## src/rtl/bkpt_pkg.sv

```systemverilog
package bkpt_pkg;
  localparam int NCOND   = 8;
  localparam int C_ADDR  = 0;
  localparam int C_SPEC  = 1;
  localparam int C_INTA  = 2;
  localparam int C_IDLE  = 3;
  localparam int C_HOLD  = 4;
  localparam int C_ILL   = 5;
  localparam int C_SYNC0 = 6;
  localparam int C_SYNC1 = 7;
  localparam int NLOCAL  = 6;

  localparam logic [2:0] CT_NORMAL = 3'd0;
  localparam logic [2:0] CT_INTA   = 3'd1;
  localparam logic [2:0] CT_FLUSH  = 3'd2;
  localparam logic [2:0] CT_WBACK  = 3'd3;

  typedef enum logic [1:0] {SZ_ANY = 2'd0, SZ_BYTE = 2'd1, SZ_WORD = 2'd2, SZ_DWORD = 2'd3} size_e;
  typedef enum logic [1:0] {FC_ANY = 2'd0, FC_DATA = 2'd1, FC_CODE = 2'd2, FC_ANY2 = 2'd3} fetch_e;

  function automatic logic masked_eq(logic [63:0] a, logic [63:0] b, logic [63:0] ign);
    return ((a ^ b) & ~ign) == 64'd0;
  endfunction

  function automatic logic size_ok(logic [1:0] sel, logic [7:0] be);
    int n;
    n = $countones(be);
    case (sel)
      SZ_ANY:  return 1'b1;
      SZ_BYTE: return n == 1;
      SZ_WORD: return n == 2;
      default: return n == 4;
    endcase
  endfunction

  function automatic logic fetch_ok(logic [1:0] sel, logic code);
    case (sel)
      FC_DATA: return !code;
      FC_CODE: return code;
      default: return 1'b1;
    endcase
  endfunction

  function automatic logic dir_ok(logic [1:0] allow, logic wr);
    return wr ? allow[1] : allow[0];
  endfunction

  function automatic logic space_ok(logic [1:0] allow, logic mio);
    return mio ? allow[1] : allow[0];
  endfunction
endpackage

```

## src/rtl/bkpt_cmp.sv

```systemverilog
module bkpt_cmp
  import bkpt_pkg::*;
#(
  parameter int ADDR_W = 32,
  parameter int DATA_W = 32,
  localparam int BE_W = DATA_W / 8
) (
  input  logic              clk,
  input  logic              rst_n,
  input  logic              cyc_start,
  input  logic              bus_rdy,
  input  logic [ADDR_W-1:0] bus_addr,
  input  logic [DATA_W-1:0] bus_data,
  input  logic              bus_mio,
  input  logic              bus_wr,
  input  logic              bus_code,
  input  logic [BE_W-1:0]   bus_be,
  input  logic [2:0]        bus_ctype,
  input  logic [ADDR_W-1:0] cfg_addr,
  input  logic [ADDR_W-1:0] cfg_addr_ign,
  input  logic [DATA_W-1:0] cfg_data,
  input  logic [DATA_W-1:0] cfg_data_ign,
  input  logic              cfg_data_on,
  input  logic [1:0]        cfg_dir,
  input  logic [1:0]        cfg_space,
  input  logic [1:0]        cfg_fetch,
  input  logic [1:0]        cfg_size,
  input  logic [7:0]        cfg_vector,
  input  logic              cfg_vec_any,
  input  logic [1:0]        cfg_spec_sel,
  output logic              ev_addr,
  output logic              ev_spec,
  output logic              ev_inta,
  output logic              ev_ill
);
  logic addr_side_ok;
  logic data_side_ok;
  logic vec_ok;
  logic pend_addr;
  logic pend_inta;

  assign addr_side_ok = (bus_ctype == CT_NORMAL)
                      && dir_ok(cfg_dir, bus_wr)
                      && space_ok(cfg_space, bus_mio)
                      && fetch_ok(cfg_fetch, bus_code)
                      && size_ok(cfg_size, 8'(bus_be))
                      && masked_eq(64'(bus_addr), 64'(cfg_addr), 64'(cfg_addr_ign));

  assign data_side_ok = !cfg_data_on
                      || masked_eq(64'(bus_data), 64'(cfg_data), 64'(cfg_data_ign));
  assign vec_ok       = cfg_vec_any || (bus_data[7:0] == cfg_vector);

  always_ff @(posedge clk or negedge rst_n) begin
    if (!rst_n) begin
      pend_addr <= 1'b0;
      pend_inta <= 1'b0;
    end else if (cyc_start) begin
      pend_addr <= addr_side_ok;
      pend_inta <= (bus_ctype == CT_INTA);
    end else if (bus_rdy) begin
      pend_addr <= 1'b0;
      pend_inta <= 1'b0;
    end
  end

  assign ev_addr = pend_addr && bus_rdy && data_side_ok;
  assign ev_inta = pend_inta && bus_rdy && vec_ok;
  assign ev_spec = cyc_start && (((bus_ctype == CT_FLUSH) && cfg_spec_sel[0])
                              || ((bus_ctype == CT_WBACK) && cfg_spec_sel[1]));
  assign ev_ill  = cyc_start && bus_ctype[2];

  a_r2_pending_retires: assert property (@(posedge clk) disable iff (!rst_n)
    (bus_rdy && !cyc_start) |=> (!pend_addr && !pend_inta));

  a_r6_inta_needs_cycle: assert property (@(posedge clk) disable iff (!rst_n)
    ev_inta |-> $past(cyc_start || pend_inta));
endmodule

```

## src/rtl/bkpt_watch.sv

```systemverilog
module bkpt_watch #(
  parameter int IDLE_W = 16,
  parameter int HOLD_W = 4
) (
  input  logic              clk,
  input  logic              rst_n,
  input  logic              bus_strobe,
  input  logic [IDLE_W-1:0] cfg_idle_limit,
  input  logic [HOLD_W-1:0] cfg_hold_limit,
  output logic              ev_idle,
  output logic              ev_hold
);
  logic [IDLE_W-1:0] idle_cnt;
  logic [HOLD_W-1:0] hold_cnt;

  always_ff @(posedge clk or negedge rst_n) begin
    if (!rst_n) begin
      idle_cnt <= '0;
      hold_cnt <= '0;
    end else begin
      if (bus_strobe)            idle_cnt <= '0;
      else if (idle_cnt != '1)   idle_cnt <= idle_cnt + 1'b1;
      if (!bus_strobe)           hold_cnt <= '0;
      else if (hold_cnt != '1)   hold_cnt <= hold_cnt + 1'b1;
    end
  end

  assign ev_idle = !bus_strobe && (cfg_idle_limit != '0)
                && (IDLE_W'(idle_cnt + 1'b1) == cfg_idle_limit);
  assign ev_hold = bus_strobe && (cfg_hold_limit != '0)
                && (hold_cnt == cfg_hold_limit);

  a_r8_idle_restarts: assert property (@(posedge clk) disable iff (!rst_n)
    bus_strobe |=> (idle_cnt == '0));

  a_r9_hold_restarts: assert property (@(posedge clk) disable iff (!rst_n)
    !bus_strobe |=> (hold_cnt == '0));
endmodule

```

## src/rtl/bkpt_matcher.sv

```systemverilog
module bkpt_matcher
  import bkpt_pkg::*;
#(
  parameter int ADDR_W = 32,
  parameter int DATA_W = 32,
  parameter int IDLE_W = 16,
  parameter int HOLD_W = 4,
  localparam int BE_W = DATA_W / 8
) (
  input  logic              clk,
  input  logic              rst_n,
  input  logic              bus_strobe,
  input  logic              bus_rdy,
  input  logic [ADDR_W-1:0] bus_addr,
  input  logic [DATA_W-1:0] bus_data,
  input  logic              bus_mio,
  input  logic              bus_wr,
  input  logic              bus_code,
  input  logic [BE_W-1:0]   bus_be,
  input  logic [2:0]        bus_ctype,
  input  logic [NCOND-1:0]  cfg_en,
  input  logic [ADDR_W-1:0] cfg_addr,
  input  logic [ADDR_W-1:0] cfg_addr_ign,
  input  logic [DATA_W-1:0] cfg_data,
  input  logic [DATA_W-1:0] cfg_data_ign,
  input  logic              cfg_data_on,
  input  logic [1:0]        cfg_dir,
  input  logic [1:0]        cfg_space,
  input  logic [1:0]        cfg_fetch,
  input  logic [1:0]        cfg_size,
  input  logic [7:0]        cfg_vector,
  input  logic              cfg_vec_any,
  input  logic [1:0]        cfg_spec_sel,
  input  logic [IDLE_W-1:0] cfg_idle_limit,
  input  logic [HOLD_W-1:0] cfg_hold_limit,
  input  logic [1:0]        sync_in,
  input  logic [NCOND-1:0]  stat_clr,
  output logic              halt,
  output logic [NCOND-1:0]  status,
  output logic [1:0]        sync_out
);
  logic             strobe_q;
  logic             cyc_start;
  logic [NCOND-1:0] ev_raw;
  logic [NCOND-1:0] ev_en;
  logic             any_fire;
  logic             local_fire;

  always_ff @(posedge clk or negedge rst_n) begin
    if (!rst_n) strobe_q <= 1'b0;
    else        strobe_q <= bus_strobe;
  end
  assign cyc_start = bus_strobe && !strobe_q;

  bkpt_cmp #(.ADDR_W(ADDR_W), .DATA_W(DATA_W)) u_cmp (
    .clk(clk), .rst_n(rst_n), .cyc_start(cyc_start), .bus_rdy(bus_rdy),
    .bus_addr(bus_addr), .bus_data(bus_data), .bus_mio(bus_mio), .bus_wr(bus_wr),
    .bus_code(bus_code), .bus_be(bus_be), .bus_ctype(bus_ctype),
    .cfg_addr(cfg_addr), .cfg_addr_ign(cfg_addr_ign), .cfg_data(cfg_data),
    .cfg_data_ign(cfg_data_ign), .cfg_data_on(cfg_data_on), .cfg_dir(cfg_dir),
    .cfg_space(cfg_space), .cfg_fetch(cfg_fetch), .cfg_size(cfg_size),
    .cfg_vector(cfg_vector), .cfg_vec_any(cfg_vec_any), .cfg_spec_sel(cfg_spec_sel),
    .ev_addr(ev_raw[C_ADDR]), .ev_spec(ev_raw[C_SPEC]),
    .ev_inta(ev_raw[C_INTA]), .ev_ill(ev_raw[C_ILL])
  );

  bkpt_watch #(.IDLE_W(IDLE_W), .HOLD_W(HOLD_W)) u_watch (
    .clk(clk), .rst_n(rst_n), .bus_strobe(bus_strobe),
    .cfg_idle_limit(cfg_idle_limit), .cfg_hold_limit(cfg_hold_limit),
    .ev_idle(ev_raw[C_IDLE]), .ev_hold(ev_raw[C_HOLD])
  );

  assign ev_raw[C_SYNC0] = sync_in[0];
  assign ev_raw[C_SYNC1] = sync_in[1];

  assign ev_en      = ev_raw & cfg_en;
  assign any_fire   = |ev_en;
  assign local_fire = |ev_en[NLOCAL-1:0];

  always_ff @(posedge clk or negedge rst_n) begin
    if (!rst_n) begin
      status   <= '0;
      sync_out <= '0;
    end else begin
      status   <= (status & ~stat_clr) | ev_en;
      sync_out <= {local_fire && !halt, any_fire && !halt};
    end
  end

  assign halt = |status;

  for (genvar i = 0; i < NCOND; i++) begin : g_stat
    a_r13_fire_sets_bit: assert property (@(posedge clk) disable iff (!rst_n)
      ev_en[i] |=> status[i]);
  end

  a_r13_halt_sticky: assert property (@(posedge clk) disable iff (!rst_n)
    (halt && stat_clr == '0) |=> halt);

  a_r11_sync_on_rise: assert property (@(posedge clk) disable iff (!rst_n)
    sync_out[0] |-> (halt && !$past(halt)));

  a_r11_sync_single: assert property (@(posedge clk) disable iff (!rst_n)
    sync_out[0] |=> !sync_out[0]);

  a_r12_quiet_when_off: assert property (@(posedge clk) disable iff (!rst_n)
    (cfg_en == '0 && !halt) |=> !halt);
endmodule

```

## config.mk

```make
export PLATFORM = sky130hd
export DESIGN_NAME = bkpt_matcher
export DESIGN_NICKNAME = d
export VERILOG_FILES = /design/src/rtl/bkpt_pkg.sv /design/src/rtl/bkpt_cmp.sv /design/src/rtl/bkpt_watch.sv /design/src/rtl/bkpt_matcher.sv
export SDC_FILE = /design/constraint.sdc
export NUM_CORES = 1
export LEC_CHECK = 0
export ABC_CLOCK_PERIOD_IN_PS = 3100
export BUFFER_PORTS_ARGS = -buffer_cell sky130_fd_sc_hd__buf_2
export CORE_AREA = 3 3 106 108
export DETAILED_ROUTE_END_ITERATION = 8
export DIE_AREA = 0 0 109 111
export PLACE_DENSITY = 0.77
export SLEW_MARGIN = 20
export SYNTH_ARGS = -nofsm -noshare
export SYNTH_HDL_FRONTEND = slang
export SYNTH_SLANG_ARGS = --single-unit
```

## constraint.sdc

```tcl
create_clock -name clk -period 3.1 [get_ports clk]
set_clock_uncertainty 0.2 [all_clocks]
set_input_delay 0.62 -clock clk [delete_from_list [all_inputs] [get_ports clk]]
set_output_delay 0.62 -clock clk [all_outputs]
set_load 0.02 [all_outputs]
```

; Word-level counts from Yosys, hierarchy flattened
; Cells that the tools add are included.
[word_totals]
ff_bits = 33
input_bits = 264
output_inout_bits = 11
wordCells = 88
[classes]
add_sub_neg = 5
eq_ne = 16
mux = 11
bitwise = 10
n_reduce_logical = 39
[op_table]
columns = operator, count
row1 = 64-bit bitwise AND, 2
row2 = 64-bit zero test, 2
row3 = 32-bit NOT with 64-bit output, 2
row4 = 32-bit bitwise XOR, 2
row5 = 32-bit adder, 1
row6 = 32-bit by 2-bit == test with 1-bit output (second input constant), 1
row7 = 32-bit by 3-bit == test with 1-bit output (second input constant), 1
row8 = 32-bit by 4-bit == test with 1-bit output (second input constant), 1
row9 = 16-bit 2-to-1 mux, 2
row10 = 1-bit logical AND, 20
row11 = 16-bit by 1-bit adder with 16-bit output (second input constant), 1
row12 = 8-bit bitwise AND, 2
row13 = 16-bit == test, 1
row14 = 16-bit inequality test (second input constant), 1
row15 = 16-bit nonzero test, 1
row16 = 8-bit OR reduction, 2
row17 = 8-bit == test, 1
row18 = 4-bit 2-to-1 mux, 2
row19 = 8-bit NOT, 1
row20 = 8-bit bitwise OR, 1
row21 = 3-bit by 2-bit == test with 1-bit output (second input constant), 2
row22 = 6-bit OR reduction, 1
row23 = 1-bit zero test, 5
row24 = 1-bit 2-to-1 mux, 5
row25 = 15 further kinds, 21

; Logic depth before layout (Yosys ltp)
; Gate-level depths: netlist of run 1.
[depth]
ltp_word = 8
mapped_depth = 9
depth_no_buf = 9

; Hierarchy
; From an unflattened synthesis of run 1, not the netlist that was laid out.
[hier_totals]
hier_cells = 368
area_unflattened_um2 = 3175.5
[modules_own_cells]
columns = module, instances, cells_each, area_per_inst_um2, seq_area_each_um2
row1 = bkpt_watch, 1, 168, 1506.4, 500.5
row2 = bkpt_cmp, 1, 156, 1224.9, 50.0
row3 = bkpt_matcher, 1, 44, 444.2, 275.3

; Worst setup path after synthesis of run 1
; OpenSTA, ideal clock, no wires.
[synth_timing]
path_type = in2reg
from = in bus_be[2]
to = reg u_cmp.pend_addr
setup_time_ps = 66
arrival_ps = 2218
required_time_ps = 2834
setup_slack_ps = 616
cell_stages = 9
n_path_buf = 0
cell_sequence = ha_1 -> ha_1 -> inv_1 -> fa_1 -> xor2_1 -> a31oi_1 -> nor4_1 -> nand4_1 -> nand2_1
[synth_between]
elab_chain_cells = 7
word_cells_on_any_way = 9
classes_between = 2 x add/sub / 3 x eq/ne / 2 x mux / 2 x reduce/logical
[synth_rtl]
columns = element, line_no
row1 = start: declaration, bkpt_matcher.sv:19  ; input logic [BE_W-1:0] bus_be,
row2 = 1-bit by 1-bit adder with 2-bit output (not written as such) (*), bkpt_pkg.sv:27  ; n = $countones(be);
row3 = 32-bit adder (not written as such) (*), bkpt_pkg.sv:27
row4 = 32-bit by 4-bit == test with 1-bit output (tied with other cells), bkpt_pkg.sv:32  ; default: return n == 4;
row5 = 1-bit one-hot mux with 3 select lines (*), bkpt_pkg.sv:28  ; case (sel)
row6 = 1-bit logical AND (*), bkpt_cmp.sv:46  ; && size_ok(cfg_size, 8'(bus_be))
row7 = 1-bit logical AND (*), bkpt_cmp.sv:47  ; && masked_eq(64'(bus_addr), 64'(cfg_addr), 64'(cfg_addr_ign));
row8 = 1-bit 2-to-1 mux (*), bkpt_cmp.sv:57  ; end else if (cyc_start) begin
row9 = end signal: assignment, bkpt_cmp.sv:58  ; pend_addr <= addr_side_ok;
row10 = end: declaration, bkpt_cmp.sv:39  ; logic pend_addr;
; Every way passes the cells marked *; elsewhere a longest branch is shown, timed or not.
; A chain may end at the register's enable or synchronous reset.

; Worst setup path after layout of run 1
[layout_timing]
from = reg u_watch.idle_cnt[0]
to = reg sync_out[0]
[layout_between]
elab_chain_cells = 6
[layout_rtl]
columns = element, line_no
row1 = start: declaration, bkpt_watch.sv:13  ; logic [IDLE_W-1:0] idle_cnt;
row2 = start signal: assignment, bkpt_watch.sv:22  ; else if (idle_cnt != '1) idle_cnt <= idle_cnt + 1'b1;
row3 = 16-bit by 1-bit adder with 16-bit output, bkpt_watch.sv:29  ; && (IDLE_W'(idle_cnt + 1'b1) == cfg_idle_limit);
row4 = 16-bit == test, bkpt_watch.sv:29
row5 = 1-bit logical AND, bkpt_watch.sv:29
row6 = 8-bit bitwise AND, bkpt_matcher.sv:76  ; assign ev_en = ev_raw & cfg_en;
row7 = 8-bit OR reduction, bkpt_matcher.sv:77  ; assign any_fire = |ev_en;
row8 = 1-bit logical AND, bkpt_matcher.sv:86  ; sync_out <= {local_fire && !halt, any_fire && !halt};
row9 = end signal: assignment, bkpt_matcher.sv:86
row10 = end: declaration, bkpt_matcher.sv:40  ; output logic [1:0] sync_out
; No other way between the ends.

==> impl_metrics.env, run 1 <==
export IMPL_ys_seq_elements=33
export IMPL_fin_crit_ns=2.75
export IMPL_gr_total_overflow=0
export IMPL_tightestPinTransition_ns=0.743
export IMPL_finalWorstSetupSlack_ns=0.349
export IMPL_clk_pin_slew_ns=0.07
export IMPL_nets=917
export IMPL_utilization_pct=46.7
export IMPL_synth_flop_cell="dfrtp_1"
export IMPL_powerDensity_nw_per_um2=277
export IMPL_cts_buffers_inserted=5
export IMPL_postCtsHoldBufs=0
export IMPL_start_util_pct=30.9
export IMPL_maxCapViolations=0
export IMPL_synth_async_reset_ratio_pct=100
export IMPL_grt_util_all_layers_pct=19.5
export IMPL_drt_drc_violations_left=0
export IMPL_grt_pass1_wl_um=18400
export IMPL_firstDrtPassIters=4
export IMPL_cts_buffer_depth=2
export IMPL_finalSetupViolCount=0
export IMPL_ios=275
export IMPL_grt_max_degree=34
export IMPL_area_growth_synth_to_final_pct=51.3
export IMPL_cts_setup_buffers=0
export IMPL_cts_sinks=33
export IMPL_critPathLaunchType="flip-flop"
export IMPL_dp_hpwl_um=11300
export IMPL_status="finished, final reports clean"
export IMPL_cts_tree="built"
export IMPL_synth_fp_nets=642
export IMPL_root_buffer="clkbuf_8"
export IMPL_first_global_vias=3730
export IMPL_hold_viol=0
export IMPL_slew_limit_headroom_pct=50.5
export IMPL_clkPwrFrac_pct=31.7
export IMPL_crit_arrival_ns=2.76
export IMPL_die_area_sq_um=12100
export IMPL_port_buffers=274
export IMPL_syn_inst=367
export IMPL_setup_tns_ns=0
export IMPL_via_per_inst=4.84
export IMPL_yosysSeqAreaShare_pct=25.9
export IMPL_max_freq_mhz=363
export IMPL_p_sw_uw=374
export IMPL_synth_warnings=0
export IMPL_layout_drive_gt1_share_pct=45.3
export IMPL_wirelength_um=12700
export IMPL_rsz0062_at_grt="no"
export IMPL_swShare_pct=28.0
export IMPL_seq_power_share_pct=34.3
export IMPL_p_int_uw=961
export IMPL_fp_dieH_um=111
export IMPL_end_kind="flip-flop"
export IMPL_postLayoutCellArea_sq_um=4820
export IMPL_syn_area_sq_um=3190
export IMPL_htree_levels=2
export IMPL_p_comb_share_pct=34.1
export IMPL_syn_area_per_cell_sq_um=8.69
export IMPL_rows=37
export IMPL_routabilityCongestion=0.909
export IMPL_hold_slack_ns=0.186
export IMPL_antenna_found_initial=2
export IMPL_ir_drop_v=0.000148
export IMPL_ant_nets=0
export IMPL_die_x_um=109
export IMPL_cts_resized=0
export IMPL_drv_slew=0
export IMPL_critPathKind="flip-flop to flip-flop"
export IMPL_crit_required_ns=3.11
export IMPL_path_max_fanout=6
export IMPL_place_area_sq_um=4700
export IMPL_ys_types=46
export IMPL_clk_insertion_delay_late_ns=0.29
export IMPL_finalCritPeriodShare_pct=88.7
export IMPL_dp_slack_ns=0.243
export IMPL_synth_enable_flop_cells=0
export IMPL_vias=3773
export IMPL_hold_path_class="primary input to asynchronous set/reset pin"
export IMPL_p_leak_uw=0.00234
export IMPL_wl_per_cell_um=16.3
export IMPL_fp_coreArea_sq_um=10300
export IMPL_drt_iter0_drc=128
==> cell usage after synthesis (2+ instances only) <==
cell       instances  area [sq um]
a31oi_1            4          25.0
ha_1              10           125
nor4_2             2          25.0
nand2b_1           2          12.5
nand2_1           17          63.8
nor4_1            16           100
nor2_1            15          56.3
nand4_1           11          68.8
nor3_1             7          35.0
nand3_1           11          55.1
and4_1             2          17.5
o2111ai_1          3          26.3
nor3b_1            2          15.0
o21ai_0           24           120
clkbuf_1           4          15.0
dfrtp_1           33           826
a21o_1             3          22.5
a21oi_1            8          40.0
buf_2              2          10.0
or4_1              3          22.5
xor2_1            13           114
o22ai_1           32           200
xnor2_1           96           841
inv_1             21          78.8
mux2i_1            5          50.1
==> path summary, 6_finish.rpt <==
kind | startpoint | end | slack [ns] | cells after the start
worst max-delay path | u_watch.idle_cnt[0]$_DFFE_PN0P_ | sync_out[0]$_DFF_PN0_ | 0.35 | 8
worst min-delay path | rst_n | u_watch.idle_cnt[10]$_DFFE_PN0P_ | 0.19 | 1
worst max register to register | u_watch.idle_cnt[0]$_DFFE_PN0P_ | sync_out[0]$_DFF_PN0_ | 0.35 | 8
worst min register to register | status[4]$_DFF_PN0_ | status[4]$_DFF_PN0_ | 0.36 | 2
max in group asynchronous | rst_n | u_watch.idle_cnt[1]$_DFFE_PN0P_ | 2.03 | 1
min in group clk | bus_strobe | strobe_q$_DFF_PN0_ | 0.29 | 1
==> metal layers <==
| metal | vias up | track usage [%] | wire (um) |
|---|---|---|---|
| met4 | 2 | 3.87 | 129 |
| met1 | 1704 | 22.5 | 4880 |
| met3 | 16 | 6.17 | 1290 |
| li1 | 1881 | - | - |
| met2 | 170 | 35.1 | 6390 |
| met5 | - | 0 | 13 |
==> per-stage QoR <==
step | total power [uW] | instances
2_1_floorplan | 671 | 367
3_3_place_gp | 916 | 771
3_5_place_dp | 924 | 771
4_1_cts | 1350 | 779
5_1_grt | 1420 | 780
6_report | 1340 | 780
==> placed cells by master, fill, tap and decap left out, types with 10 or more instances in the layout <==
| cell | instances |
|---|---|
| buf_2 | 274 |
| dfrtp_1 | 33 |
| ha_1 | 10 |
| inv_1 | 21 |
| nand2_1 | 17 |
| nand3_1 | 11 |
| nand4_1 | 11 |
| nor2_1 | 15 |
| nor4_1 | 16 |
| o21ai_0 | 24 |
| o22ai_1 | 32 |
| xnor2_1 | 96 |
| xor2_1 | 13 |
==> registers in the layout (all words and copies together), names as in the netlist <==
register,cells
u_watch.idle_cnt,16
status,8
u_watch.hold_cnt,4
sync_out,2
strobe_q,1
u_cmp.pend_addr,1
u_cmp.pend_inta,1
==> worst max-delay path, cell delays in order (launching register included) <==
cell and delay (ns):
dfrtp_1 0.45, ha_1 0.24, nand3_1 0.21, nor2_1 0.24
nand2_1 0.13, xor2_1 0.17, a2111oi_0 0.52, o2111ai_1 0.30
a41oi_2 0.22
==> cells by family after synthesis <==
family / count (synthesis) / share of synthesized area [%]
buffers and inverters: 28 / 3.49
adders and majority gates: 11 / 4.55
and+or+nand+nor: 97 / 18.0
xor gates and xnor gates: 109 / 29.9
muxes: 6 / 1.92
AOI/OAI and AO/OA: 83 / 16.2
DFF: 33 / 25.9
==> power groups by stage <==
stage	clock network, uW	logic [uW]	registers, uW
global placement	0	451	465
detailed placement	0	459	466
floorplan	0	202	469
finish	423	455	458
global route	460	502	460
CTS	434	460	458
==> layout make-up <==
class | instances | area, sq um
fillers | 1044 | 5500
multi-input cells | 306 | 2250
repair buffers | 275 | 1380
flip-flops and latches | 33 | 826
well taps | 136 | 170
clock buffers | 7 | 86.3
inverters | 21 | 78.8
clock inverters | 1 | 30.0
diodes | 1 | 2.50
Note: power is estimated with default switching activity, not from simulation.
==> run 2, diff against run 1 <==
--- a/config.mk
+++ b/config.mk
@@ -14,4 +14,5 @@
 export SLEW_MARGIN = 20
 export SYNTH_ARGS = -nofsm -noshare
 export SYNTH_HDL_FRONTEND = slang
+export SYNTH_HIERARCHICAL = 1
 export SYNTH_SLANG_ARGS = --single-unit
==> impl_metrics.env, run 2 <==
export IMPL_postCtsHoldBufs=0
export IMPL_die_x_um=109
export IMPL_finalSetupViolCount=0
export IMPL_layout_common_cells="buf_2, xnor2_1, dfrtp_1"
export IMPL_syn_inst=368
export IMPL_ant_nets=0
export IMPL_antenna_found_initial=4
export IMPL_via_per_inst=4.85
export IMPL_syn_area_sq_um=3180
export IMPL_crit_arrival_ns=2.87
export IMPL_p_leak_uw=0.00234
export IMPL_ys_seq_elements=33
export IMPL_grt_util_all_layers_pct=19.9
export IMPL_drt_drc_violations_left=0
export IMPL_cpPeakStageDelay_ns=0.45
export IMPL_r2r_slack_ns=0.23
export IMPL_synth_most_common_cell="xnor2_1"
export IMPL_crit_required_ns=3.09
export IMPL_synth_flop_cell="dfrtp_1"
export IMPL_dp_hpwl_um=11400
export IMPL_yosys_area_top_type="dfrtp_1"
export IMPL_synthMuxAreaShare_pct=2.64
export IMPL_utilization_pct=46.4
export IMPL_dp_slack_ns=0.249
export IMPL_regMostFlops="u_watch/idle_cnt"
export IMPL_end_kind="flip-flop"
export IMPL_ys_top_cells_by_count="xnor2_1, dfrtp_1, o22ai_1"
export IMPL_wirelength_um=12700
export IMPL_tightestPinTransition_ns=0.756
export IMPL_setup_tns_ns=0
export IMPL_r2r_worst_path_cells=9
export IMPL_nets=913
export IMPL_synthXorXnorAreaFrac_pct=28.1
export IMPL_synth_async_reset_ratio_pct=100
export IMPL_synth_fp_nets=639
export IMPL_worstPathCellList="ha_1 -> and3_1 -> nand3_1 -> xor2_1 -> a2111oi_0 -> and4_1 -> a22oi_1 -> and4_1 -> a31oi_1"
export IMPL_cts_resized=0
export IMPL_clk_pin_slew_ns=0.07
export IMPL_power_total_uw=1320
export IMPL_synth_top_area_share_pct=26.0
export IMPL_synth_warnings=6
export IMPL_start_util_pct=30.8
export IMPL_root_buffer="clkbuf_8"
export IMPL_synth_compound_area_share_pct=14.9
export IMPL_maxCapViolations=0
export IMPL_rsz0062_at_grt="no"
export IMPL_finalWorstSetupSlack_ns=0.226
export IMPL_r2r_start="u_watch/idle_cnt[0]$_DFFE_PN0P_"
export IMPL_powerDensity_nw_per_um2=276
export IMPL_area_growth_synth_to_final_pct=50.8
export IMPL_critPathLaunchType="flip-flop"
export IMPL_cts_sinks=33
export IMPL_synth_top_family_by_area="XOR/XNOR gates"
export IMPL_top_regs="u_watch/idle_cnt (16), status (8), u_watch/hold_cnt (4)"
export IMPL_synth_area_leaders="dfrtp_1, xnor2_1, o22ai_1, xor2_1, o21ai_0"
export IMPL_critPathTopFamily="simple AND/OR/NAND/NOR gates"
export IMPL_clk_insertion_delay_late_ns=0.28
export IMPL_gr_total_overflow=0
export IMPL_ir_drop_v=0.000153
export IMPL_vias=3788
export IMPL_largest_register_ffs=16
export IMPL_htree_levels=2
export IMPL_grt_pass1_wl_um=18800
export IMPL_die_area_sq_um=12100
export IMPL_cts_tree="built"
export IMPL_synthAdderAreaFrac_pct=2.99
export IMPL_hold_viol=0
export IMPL_yosysSeqAreaShare_pct=26.0
export IMPL_slew_limit_headroom_pct=49.6
export IMPL_synthSimpleGateAreaFrac_pct=21.0
export IMPL_cts_buffer_depth=2
export IMPL_fp_coreArea_sq_um=10300
export IMPL_finalCritPeriodShare_pct=92.7
export IMPL_firstDrtPassIters=5
export IMPL_ios=275
export IMPL_fin_crit_ns=2.87
export IMPL_hold_slack_ns=0.208
export IMPL_port_buffers=274
export IMPL_cts_buffers_inserted=5
export IMPL_fp_dieH_um=111
export IMPL_ys_types=50
export IMPL_syn_area_per_cell_sq_um=8.63
export IMPL_wl_per_cell_um=16.2
export IMPL_max_freq_mhz=348
export IMPL_path_buf_inv=0
export IMPL_routabilityCongestion=0.986
export IMPL_drv_slew=0
export IMPL_drt_iter0_drc=208
export IMPL_layout_drive_gt1_share_pct=45.4
export IMPL_cts_setup_buffers=0
export IMPL_hold_path_class="primary input to asynchronous set/reset pin"
export IMPL_r2r_end="sync_out[0]$_DFF_PN0_"
export IMPL_grt_max_degree=34
export IMPL_status="finished, final reports clean"
export IMPL_synth_enable_flop_cells=0
export IMPL_crit_top_cell="and4_1"
export IMPL_final_common_cell="buf_2"
export IMPL_fillers=1042
export IMPL_path_max_fanout=7
export IMPL_rows=37
export IMPL_worst_path_max_delay_cell="a2111oi_0"
export IMPL_first_global_vias=3912
export IMPL_critPathKind="flip-flop to flip-flop"
## run 2: metrics by stage
stage	std cells	area, sq um
after floorplan	368	3180
after global placement	771	4670
after detailed placement	771	4670
after CTS	779	4780
after global routing	780	4790
final	781	4790
## run 2: cells by family after synthesis
kind of cell / count (synthesis)
xor+xnor: 102
buf+inv: 29
mux: 8
flops: 33
fa+ha+maj: 7
compound gates: 79
simple gates: 110
## run 2: worst max-delay path by stage
stage                                               start                     endpoint  cells after the start
after floorplan                                 bus_be[0]  u_cmp/pend_addr$_DFFE_PN0P_                     10
after global placement                          bus_be[0]  u_cmp/pend_addr$_DFFE_PN0P_                     11
after detailed placement  u_watch/idle_cnt[0]$_DFFE_PN0P_        sync_out[0]$_DFF_PN0_                      9
after CTS                 u_watch/idle_cnt[0]$_DFFE_PN0P_        sync_out[0]$_DFF_PN0_                      9
after global routing      u_watch/idle_cnt[0]$_DFFE_PN0P_        sync_out[0]$_DFF_PN0_                     10
final                     u_watch/idle_cnt[0]$_DFFE_PN0P_        sync_out[0]$_DFF_PN0_                      9
## run 2: worst reg2reg max path: cells and delay by family, from the launching register on
family	cells	cell delay, ns
xor+xnor	1	0.18
simple gates	4	1.03
fa+ha+maj	1	0.23
flops	1	0.44
compound gates	3	0.71
## run 2: power by group
part / switching (uW) / total [uW] / internal (uW) / leakage, uW
sequential: 12.4 / 456 / 443 / 0.000448
clock: 151 / 413 / 262 / 0.0000585
combinational: 201 / 453 / 252 / 0.00183
total: 365 / 1320 / 957 / 0.00234
## run 2: layout make-up
cell class / instances / area [sq um] / area share, %
Antenna cell: 2 / 5.00 / 0.105
Clock buffer: 7 / 86.3 / 1.80
Clock inverter: 1 / 30.0 / 0.627
Inverter: 21 / 78.8 / 1.65
Multi-Input combinational cell: 306 / 2210 / 46.2
Sequential cell: 33 / 826 / 17.2
Tap cell: 136 / 170 / 3.55
Timing Repair Buffer: 275 / 1380 / 28.8
## run 2: routing by layer
layer  global-route usage (%)  share of wire, %
met1                     26.0                41
met2                     33.5                47
met3                     5.24                11
met4                     3.03              0.69
met5                        0              0.37
==> run 3, diff against run 2 <==
--- a/config.mk
+++ b/config.mk
@@ -5,12 +5,13 @@
 export SDC_FILE = /design/constraint.sdc
 export NUM_CORES = 1
 export LEC_CHECK = 0
-export ABC_CLOCK_PERIOD_IN_PS = 3100
+export ABC_CLOCK_PERIOD_IN_PS = 2900
 export BUFFER_PORTS_ARGS = -buffer_cell sky130_fd_sc_hd__buf_2
 export CORE_AREA = 3 3 106 108
 export DETAILED_ROUTE_END_ITERATION = 8
 export DIE_AREA = 0 0 109 111
 export PLACE_DENSITY = 0.77
+export RECOVER_POWER = 25
 export SLEW_MARGIN = 20
 export SYNTH_ARGS = -nofsm -noshare
 export SYNTH_HDL_FRONTEND = slang
==> constraint.sdc (replaced) <==
create_clock -name clk -period 2.9 [get_ports clk]
set_clock_uncertainty 0.2 [all_clocks]
set_input_delay 0.58 -clock clk [delete_from_list [all_inputs] [get_ports clk]]
set_output_delay 0.58 -clock clk [all_outputs]
set_load 0.02 [all_outputs]
==> impl_metrics.env, run 3 (synthesis gave the netlist of run 2 again) <==
export IMPL_status="finished, violations left"
export IMPL_violations="max-capacitance violations, max-slew violations"
export IMPL_maxCapViolations=1
export IMPL_firstDrtPassIters=4
export IMPL_wirelength_um=12700
export IMPL_fillers=1035
export IMPL_power_total_uw=1420
export IMPL_drv_slew=34
export IMPL_path_max_fanout=4
export IMPL_critPathLaunchType="flip-flop"
export IMPL_area_growth_synth_to_final_pct=52.0
export IMPL_p_comb_share_pct=34.6
export IMPL_gr_total_overflow=0
export IMPL_p_sw_uw=395
export IMPL_final_common_cell="buf_2"
export IMPL_cts_buffers_inserted=5
export IMPL_routabilityCongestion=1.03
export IMPL_stdcell_count=783
export IMPL_dp_hpwl_um=11400
export IMPL_placed_cells=773
export IMPL_worstPathCellList="ha_4 -> xnor2_1 -> o21ai_0 -> nor4_1 -> nand3_1 -> a2111oi_2 -> and4_1 -> a22oi_1 -> and4_1 -> a31oi_1"
export IMPL_powerDensity_nw_per_um2=295
export IMPL_p_leak_uw=0.00235
export IMPL_clk_insertion_delay_late_ns=0.28
export IMPL_regMostFlops="u_watch/idle_cnt"
export IMPL_top_regs="u_watch/idle_cnt (16), status (8), u_watch/hold_cnt (4)"
export IMPL_crit_required_ns=2.90
export IMPL_hold_viol=0
export IMPL_cts_tree="built"
export IMPL_swShare_pct=27.8
export IMPL_end_kind="flip-flop"
export IMPL_critPathTopFamily="simple AND/OR/NAND/NOR gates"
export IMPL_fp_coreArea_sq_um=10300
export IMPL_cts_sinks=33
export IMPL_rsz0062_at_grt="no"
export IMPL_largest_register_ffs=16
export IMPL_crit_arrival_ns=2.64
export IMPL_crit_top_cell="and4_1"
export IMPL_start_util_pct=30.8
export IMPL_wl_per_cell_um=16.3
export IMPL_finalCritPeriodShare_pct=91.0
export IMPL_fin_crit_ns=2.64
export IMPL_fp_dieH_um=111
export IMPL_critPathKind="flip-flop to flip-flop"
export IMPL_worst_path_max_delay_cell="dfrtp_1"
export IMPL_slew_limit_headroom_pct=-18.5
export IMPL_layout_drive_gt1_share_pct=46.0
export IMPL_clk_pin_slew_ns=0.07
export IMPL_max_freq_mhz=379
export IMPL_clkPwrFrac_pct=31.1
export IMPL_grt_util_all_layers_pct=20.3
export IMPL_rows=37
export IMPL_via_per_inst=4.89
export IMPL_setup_tns_ns=0
export IMPL_hold_path_class="primary input to flip-flop"
export IMPL_postCtsHoldBufs=0
export IMPL_drt_iter0_drc=265
export IMPL_root_buffer="clkbuf_8"
export IMPL_vias=3827
export IMPL_antenna_found_initial=4
export IMPL_finalSetupViolCount=0
export IMPL_drt_drc_violations_left=0
export IMPL_die_x_um=109
export IMPL_path_buf_inv=0
export IMPL_p_int_uw=1030
export IMPL_grt_pass1_wl_um=19000
export IMPL_grt_max_degree=34
export IMPL_cpPeakStageDelay_ns=0.43
export IMPL_ios=275
export IMPL_htree_levels=2
export IMPL_die_area_sq_um=12100
export IMPL_port_buffers=274
export IMPL_cts_buffer_depth=2
export IMPL_ir_drop_v=0.000171
export IMPL_tightestPinTransition_ns=1.78
export IMPL_layout_common_cells="buf_2, xnor2_1, dfrtp_1, o22ai_1, inv_1"
export IMPL_seq_power_share_pct=34.3
export IMPL_ant_nets=0
export IMPL_first_global_vias=3913
export IMPL_nets=916
## run 3: timing repair
item,4_1_cts,5_1_grt
buffers inserted,0,1
resized for setup,0,5
endpoints found under the setup margin,0,2
## run 3: path summary, 6_finish.rpt
path	cells after the start	from	end	slack, ns
max	10	u_watch/idle_cnt[1]$_DFFE_PN0P_	sync_out[0]$_DFF_PN0_	0.26
min	2	stat_clr[2]	status[2]$_DFF_PN0_	0.27
max reg2reg	10	u_watch/idle_cnt[1]$_DFFE_PN0P_	sync_out[0]$_DFF_PN0_	0.26
min reg2reg	2	u_cmp/pend_addr$_DFFE_PN0P_	u_cmp/pend_addr$_DFFE_PN0P_	0.35
max in group asynchronous	1	rst_n	u_watch/idle_cnt[0]$_DFFE_PN0P_	0.78
min in group asynchronous	1	rst_n	u_watch/idle_cnt[3]$_DFFE_PN0P_	0.57
## run 3: routing by layer
| layer | vias to the layer above | GRT usage, % | part of all wire, % |
|---|---|---|---|
| li1 | 1874 | - | - |
| met1 | 1714 | 26.4 | 40 |
| met2 | 211 | 34.0 | 48 |
| met3 | 20 | 5.24 | 10 |
| met4 | 8 | 3.20 | 0.87 |
| met5 | - | 0 | 0.57 |
## run 3: metrics by stage
step           area (sq um)  utilization (%)  hold WS (ns)  worst slack (ns)
6_report               4830             46.8         0.271             0.262
5_1_grt                4820             46.7         0.260            0.0528
4_1_cts                4800             46.5         0.183            0.0702
3_5_place_dp           4680             45.4         0.334            0.0914
3_3_place_gp           4680             45.4         0.333             0.210
2_1_floorplan          3180                -        0.0844             0.361
## run 3: cell type report
type	count	area [sq um]	area share, %
timing repair buffer	278	1400	29.0
clock inverter	1	30.0	0.622
tap	136	170	3.53
clock buffer	7	86.3	1.79
multi-input combinational	306	2230	46.3
inverter	21	78.8	1.63
sequential	33	827	17.1
antenna	1	2.50	0.0518
## run 3: power by group through the flow
stage | clock, uW | sequential [uW] | combinational [uW]
6_report | 443 | 488 | 491
3_5_place_dp | 0 | 496 | 483
5_1_grt | 474 | 490 | 540
2_1_floorplan | 0 | 501 | 209
4_1_cts | 453 | 487 | 485
3_3_place_gp | 0 | 495 | 476
